[config.mk]
export PLATFORM = sky130hd
export DESIGN_NAME = op_status_reporter
export DESIGN_NICKNAME = d
export VERILOG_FILES = /design/src/rtl/op_status_pkg.sv /design/src/rtl/fail_tracker.sv /design/src/rtl/toggle_gen.sv /design/src/rtl/status_mux.sv /design/src/rtl/op_status_reporter.sv
export SDC_FILE = /design/constraint.sdc
export NUM_CORES = 1
export LEC_CHECK = 0
export BUFFER_PORTS_ARGS = -buffer_cell sky130_fd_sc_hd__buf_2
export CAP_MARGIN = 10
export CORE_AREA = 2 2 40 42
export CTS_CLUSTER_SIZE = 10
export DETAILED_ROUTE_END_ITERATION = 10
export DIE_AREA = 0 0 42 44
export PLACE_DENSITY = 0.74
export SLEW_MARGIN = 10
export SYNTH_ARGS = -nofsm -noshare
export SYNTH_HDL_FRONTEND = slang
export SYNTH_SLANG_ARGS = --single-unit
[constraint.sdc]
create_clock -name clk -period 2.15 [get_ports clk]
set_clock_uncertainty 0.15 [all_clocks]
set_input_delay 0.1075 -clock clk [delete_from_list [all_inputs] [get_ports clk]]
set_output_delay 0.1075 -clock clk [all_outputs]
set_load 0.01 [all_outputs]
[src/rtl/op_status_pkg.sv]
package op_status_pkg;
  localparam int unsigned POLL_BIT = 7;
  localparam int unsigned TOG_BIT  = 6;
  localparam int unsigned FAIL_BIT = 5;
  localparam int unsigned LOC_BIT  = 4;
  localparam int unsigned RUN_BIT  = 3;

  typedef enum logic {OP_PROGRAM = 1'b0, OP_ERASE = 1'b1} op_kind_e;
endpackage

[src/rtl/fail_tracker.sv]
module fail_tracker (
  input  logic clk,
  input  logic rst,
  input  logic busy_i,
  input  logic op_erase_i,
  input  logic timeout_i,
  input  logic reset_cmd_i,
  output logic fail_o,
  output logic fail_erase_o
);
  always_ff @(posedge clk) begin
    if (rst) begin
      fail_o       <= 1'b0;
      fail_erase_o <= 1'b0;
    end else if (reset_cmd_i) begin
      fail_o       <= 1'b0;
      fail_erase_o <= 1'b0;
    end else if (busy_i && timeout_i && !fail_o) begin
      fail_o       <= 1'b1;
      fail_erase_o <= op_erase_i;
    end
  end

  // failure stays until a reset command
  a_r4_sticky: assert property (@(posedge clk) disable iff (rst)
    (fail_o && !reset_cmd_i) |=> fail_o);
  // reset command clears the failure
  a_r4_clear: assert property (@(posedge clk) disable iff (rst)
    reset_cmd_i |=> !fail_o);
endmodule

[src/rtl/toggle_gen.sv]
module toggle_gen (
  input  logic clk,
  input  logic rst,
  input  logic adv_i,
  output logic tog_o
);
  always_ff @(posedge clk) begin
    if (rst)        tog_o <= 1'b0;
    else if (adv_i) tog_o <= ~tog_o;
  end

  // no status read, no change
  a_r3_hold: assert property (@(posedge clk) disable iff (rst)
    !adv_i |=> $stable(tog_o));
endmodule

[src/rtl/status_mux.sv]
module status_mux
  import op_status_pkg::*;
#(
  parameter int DATA_W = 8
) (
  input  logic              op_erase_i,
  input  logic              d7_i,
  input  logic              tog_i,
  input  logic              fail_i,
  input  logic              fail_erase_i,
  input  logic              erase_run_i,
  output logic [DATA_W-1:0] status_o
);
  always_comb begin
    status_o           = '0;
    status_o[POLL_BIT] = (op_kind_e'(op_erase_i) == OP_ERASE) ? 1'b0 : ~d7_i;
    status_o[TOG_BIT]  = tog_i;
    status_o[FAIL_BIT] = fail_i;
    status_o[LOC_BIT]  = fail_i & fail_erase_i;
    status_o[RUN_BIT]  = erase_run_i;
  end
endmodule

[src/rtl/op_status_reporter.sv]
module op_status_reporter
  import op_status_pkg::*;
#(
  parameter int DATA_W = 8
) (
  input  logic              clk,
  input  logic              rst,
  input  logic              busy_i,
  input  logic              op_erase_i,
  input  logic              prog_d7_i,
  input  logic              timeout_i,
  input  logic              win_open_i,
  input  logic              reset_cmd_i,
  input  logic              rd_i,
  input  logic [DATA_W-1:0] array_i,
  output logic [DATA_W-1:0] rd_data_o,
  output logic              rd_valid_o
);
  logic              fail_q, fail_erase_q, tog_q;
  logic              op_q, d7_q;
  logic              op_sel, d7_sel, status_mode, erase_run;
  logic [DATA_W-1:0] status_byte;

  // keep operation attributes for reporting after busy falls
  always_ff @(posedge clk) begin
    if (rst) begin
      op_q <= 1'b0;
      d7_q <= 1'b0;
    end else if (busy_i) begin
      op_q <= op_erase_i;
      d7_q <= prog_d7_i;
    end
  end

  assign op_sel      = busy_i ? op_erase_i : op_q;
  assign d7_sel      = busy_i ? prog_d7_i  : d7_q;
  assign status_mode = busy_i | fail_q;
  assign erase_run   = op_sel & ~(busy_i & win_open_i);

  fail_tracker u_fail (
    .clk          (clk),
    .rst          (rst),
    .busy_i       (busy_i),
    .op_erase_i   (op_erase_i),
    .timeout_i    (timeout_i),
    .reset_cmd_i  (reset_cmd_i),
    .fail_o       (fail_q),
    .fail_erase_o (fail_erase_q)
  );

  toggle_gen u_tog (
    .clk   (clk),
    .rst   (rst),
    .adv_i (rd_i & status_mode),
    .tog_o (tog_q)
  );

  status_mux #(.DATA_W(DATA_W)) u_mux (
    .op_erase_i   (op_sel),
    .d7_i         (d7_sel),
    .tog_i        (tog_q),
    .fail_i       (fail_q),
    .fail_erase_i (fail_erase_q),
    .erase_run_i  (erase_run),
    .status_o     (status_byte)
  );

  always_ff @(posedge clk) begin
    if (rst) begin
      rd_data_o  <= '0;
      rd_valid_o <= 1'b0;
    end else begin
      rd_valid_o <= rd_i;
      if (rd_i) rd_data_o <= status_mode ? status_byte : array_i;
    end
  end

  // program polling returns inverted bit 7
  a_r1_prog_poll: assert property (@(posedge clk) disable iff (rst)
    (rd_i && busy_i && !op_erase_i) |=> rd_data_o[POLL_BIT] == !$past(prog_d7_i));
  // erase polling returns 0 on bit 7
  a_r2_erase_poll: assert property (@(posedge clk) disable iff (rst)
    (rd_i && busy_i && op_erase_i) |=> !rd_data_o[POLL_BIT]);
  // consecutive-cycle status reads differ in bit 6
  a_r3_flip: assert property (@(posedge clk) disable iff (rst)
    (rd_i && status_mode && $past(rd_i && status_mode) && !$past(rst)) |=>
      rd_data_o[TOG_BIT] != $past(rd_data_o[TOG_BIT]));
  // low status bits are zero
  a_r7_low_zero: assert property (@(posedge clk) disable iff (rst)
    (rd_i && status_mode) |=> rd_data_o[2:0] == 3'b000);
  // array data passes through in read mode
  a_r8_array: assert property (@(posedge clk) disable iff (rst)
    (rd_i && !status_mode) |=> rd_data_o == $past(array_i));
  // output holds between strobes
  a_r8_hold: assert property (@(posedge clk) disable iff (rst)
    !rd_i |=> $stable(rd_data_o));
endmodule

==> impl_metrics.csv <==
group,metric,value,unit
sta,grt_setup_unrepaired,"false",
route,drt_wl_total,1280,um
pwr,p_switching,125,uW
yosys,yosysSeqAreaShare,0.459,
sta,min_period_over_period,0.700,
route,drtAntennaViolNets,0,
pwr,power.share.clock,0.272,
placement,gp_congestion,0.711,
grt,grt_pass1_vias,537,
yosys,synthFlopType,"dfxtp_1",
floorplan,rows,14,
clocking,cts_tree,"yes",
yosys,synthTopCellsByCount,"14 x dfxtp_1, 8 x nor2_1, 5 x a21oi_1",
clocking,clkSinkCount,14,
route,drcViolationCount,0,
yosys,syn-cell-area,611,um2
sta,final_max_slew_viol_count,0,
sta,hold_viol,0,
floorplan,ios,26,
clocking,cts_buffer_depth,2,
yosys,synth_nets,80,
sta,slew-limit-headroom,0.783,
yosys,yosys-top-cells-area,"dfxtp_1 46%, mux2i_1 4.9%, nor2_1 4.9%, a21oi_1 4.1%, nand2b_1 4.1%",
hold_path,hold_class,"input pin to register",
route,avgViaCountPerCell,5.03,
placement,place_area,726,um2
cells_and_area,fillCellCount,130,
placement,hpwl,872,um
run_status,status,"finished, final reports clean",
route,vias,558,
clocking,cts_made_buffers,3,
critical_path,critPathRequiredTime,2.21,ns
yosys,synth_cells,63,
yosys,yosys.area.top_type,"dfxtp_1",
cells_and_area,multi_input_area,297,um2
floorplan,die-area,1850,um2
cells_and_area,layout.nets,114,
pwr,p_int,385,uW
sta,fmax,664,MHz
yosys,synth_area_per_cell,9.69,um2
floorplan,die_w,42,um
sta,min_period,1.51,ns
cells_and_area,diodes,0,
yosys,netlist.area_leader.share,0.459,
sta,tns,0,ns
cells_and_area,regArea,280,um2
clocking,clock_latency,0.27,ns
cells_and_area,final_cell_area,838,um2
clocking,root_buffer,"clkbuf_4",
sta,worst_pin_slew,0.324,ns
pwr,p_seq_frac,0.555,
critical_path,endpoint_kind,"register",
job,drv_cap,0,
critical_path,slowest_stage,"dlygate4sd3_1",
yosys,synth_most_common_cell,"dfxtp_1",
critical_path,critPathMaxFanout,9,
grt,grt_pass1_wl,2250,um
critical_path,critical_path_class,"register to register",
floorplan,core,1420,um2
critical_path,cpPeakStageDelay,0.58,ns
yosys,yosys_warnings,0,
cells_and_area,areaGrowthSynthToFinish,37.3,%
pwr,power_density,609,nW/um2
route,wl_per_cell,11.5,um
grt,grt_overflow,0,
route,drt_iter0_markers,3,
floorplan,die_h,44,um
critical_path,crit_arrival,1.57,ns
placement,portBuffers,25,
pwr,p_leak,0.000369,uW
grt,grt_max_degree,20,
floorplan,start_util,0.430,
cells_and_area,drive_gt1_frac,0.347,
clocking,clkSlewWorstSetupHoldPaths,0.08,ns
critical_path,crit_chain,"a21oi_1 > nor3_1 > dlygate4sd3_1",
grt,antenna_found_initial,0,
yosys,synth_edf_count,0,
pwr,switching_share,0.245,
pwr,p_comb_frac,0.172,
route,firstDrtPassIters,4,
pwr,vdd_drop_max,0.000370,V
yosys,synth_cell_types,26,
grt,grtUsageTotal,0.159,
clocking,cts_setup_buffers,0,
yosys,ys_ff_latch,14,
critical_path,start_kind,"register",
clocking,h-tree-depth,1,
sta,finalSetupViolCount,0,
yosys,synth-async-reset-ratio,0,
critical path, delay by kind of cell, from the launching register on:
family                 cells  cell delay [ns]
and+or+nand+nor            1             0.14
AOI/OAI and AO/OA          1             0.07
DFF                        1             0.52
buffers and inverters      1             0.58
per-stage QoR:
stage               cells  setup WS [ns]  hold WS (ns)  power (uW)  utilization
floorplan              63          0.943        0.0291         337            -
global placement       99          0.891         0.143         364        0.511
detailed placement     99          0.870         0.150         366        0.511
CTS                   111          0.697        0.0239         514        0.591
global route          111          0.573        0.0405         537        0.591
finish                111          0.644        0.0274         510        0.591
power groups by stage:
stage | Combinational, uW | Sequential (uW) | Clock, uW
CTS | 88.0 | 284 | 142
global placement | 75.1 | 289 | 0
finish | 87.8 | 283 | 139
global route | 98.5 | 286 | 153
floorplan | 44.9 | 292 | 0
detailed placement | 75.9 | 290 | 0
state kept, by name, indices dropped and copies added, names as in the netlist:
signal               cells
u_fail.fail_o            1
u_fail.fail_erase_o      1
rd_data_o                8
rd_valid_o               1
d7_q                     1
u_tog.tog_o              1
op_q                     1
layout by cell type (no fill, tap or decap), drive strengths merged, types with 2 or more instances in the layout:
cell and n:
buf 25, dfxtp 14, dlygate4sd3 9, nor2 9, a21oi 5, nand2b 4
nand3 4, mux2i 3, clkbuf 3, a211oi 3, o21ai 2, nor3 2
layer usage:
metal | GRT usage | share of wire | routed length [um]
met4 | 0.0774 | 0.0094 | 12
met5 | 0 | 0 | 0
met1 | 0.182 | 0.43 | 556
met3 | 0.0250 | 0.046 | 59
met2 | 0.288 | 0.51 | 650
path summary, 6_finish.rpt:
check | end | slack, ns | start | cells after the start
setup / recovery | u_fail.fail_o | 0.64 | u_fail.fail_o | 3
hold / removal | u_tog.tog_o | 0.03 | rst | 2
setup reg to reg | u_fail.fail_o | 0.64 | u_fail.fail_o | 3
hold reg to reg | rd_data_o[2] | 0.32 | rd_data_o[2] | 2
area by class of cell:
cell class | instances | share of cell area
Inverter | 1 | 0.00448
Sequential cell | 14 | 0.334
Clock buffer | 3 | 0.0269
Tap cell | 16 | 0.0239
Multi-Input combinational cell | 43 | 0.354
Timing Repair Buffer | 34 | 0.257
cells by family (layout without fill, tap and decap cells):
| family | count (synthesis) | in the layout | synth area share |
|---|---|---|---|
| AND/OR/NAND/NOR | 24 | 24 | 0.240 |
| AO/OA/AOI/OAI | 14 | 14 | 0.164 |
| flip-flops | 14 | 14 | 0.459 |
| buffers and inverters | 6 | 38 | 0.0553 |
| multiplexers | 4 | 4 | 0.0676 |
| XOR/XNOR | 1 | 1 | 0.0143 |
repair_timing:
| action | 4_1_cts | 5_1_grt |
|---|---|---|
| endpoints found under the hold margin | 9 | 0 |
| setup endpoints to repair | 0 | 0 |
| hold buffers | 9 | 0 |
| resized for setup | 0 | 0 |
No activity file was read; power rests on OpenSTA's default activity.
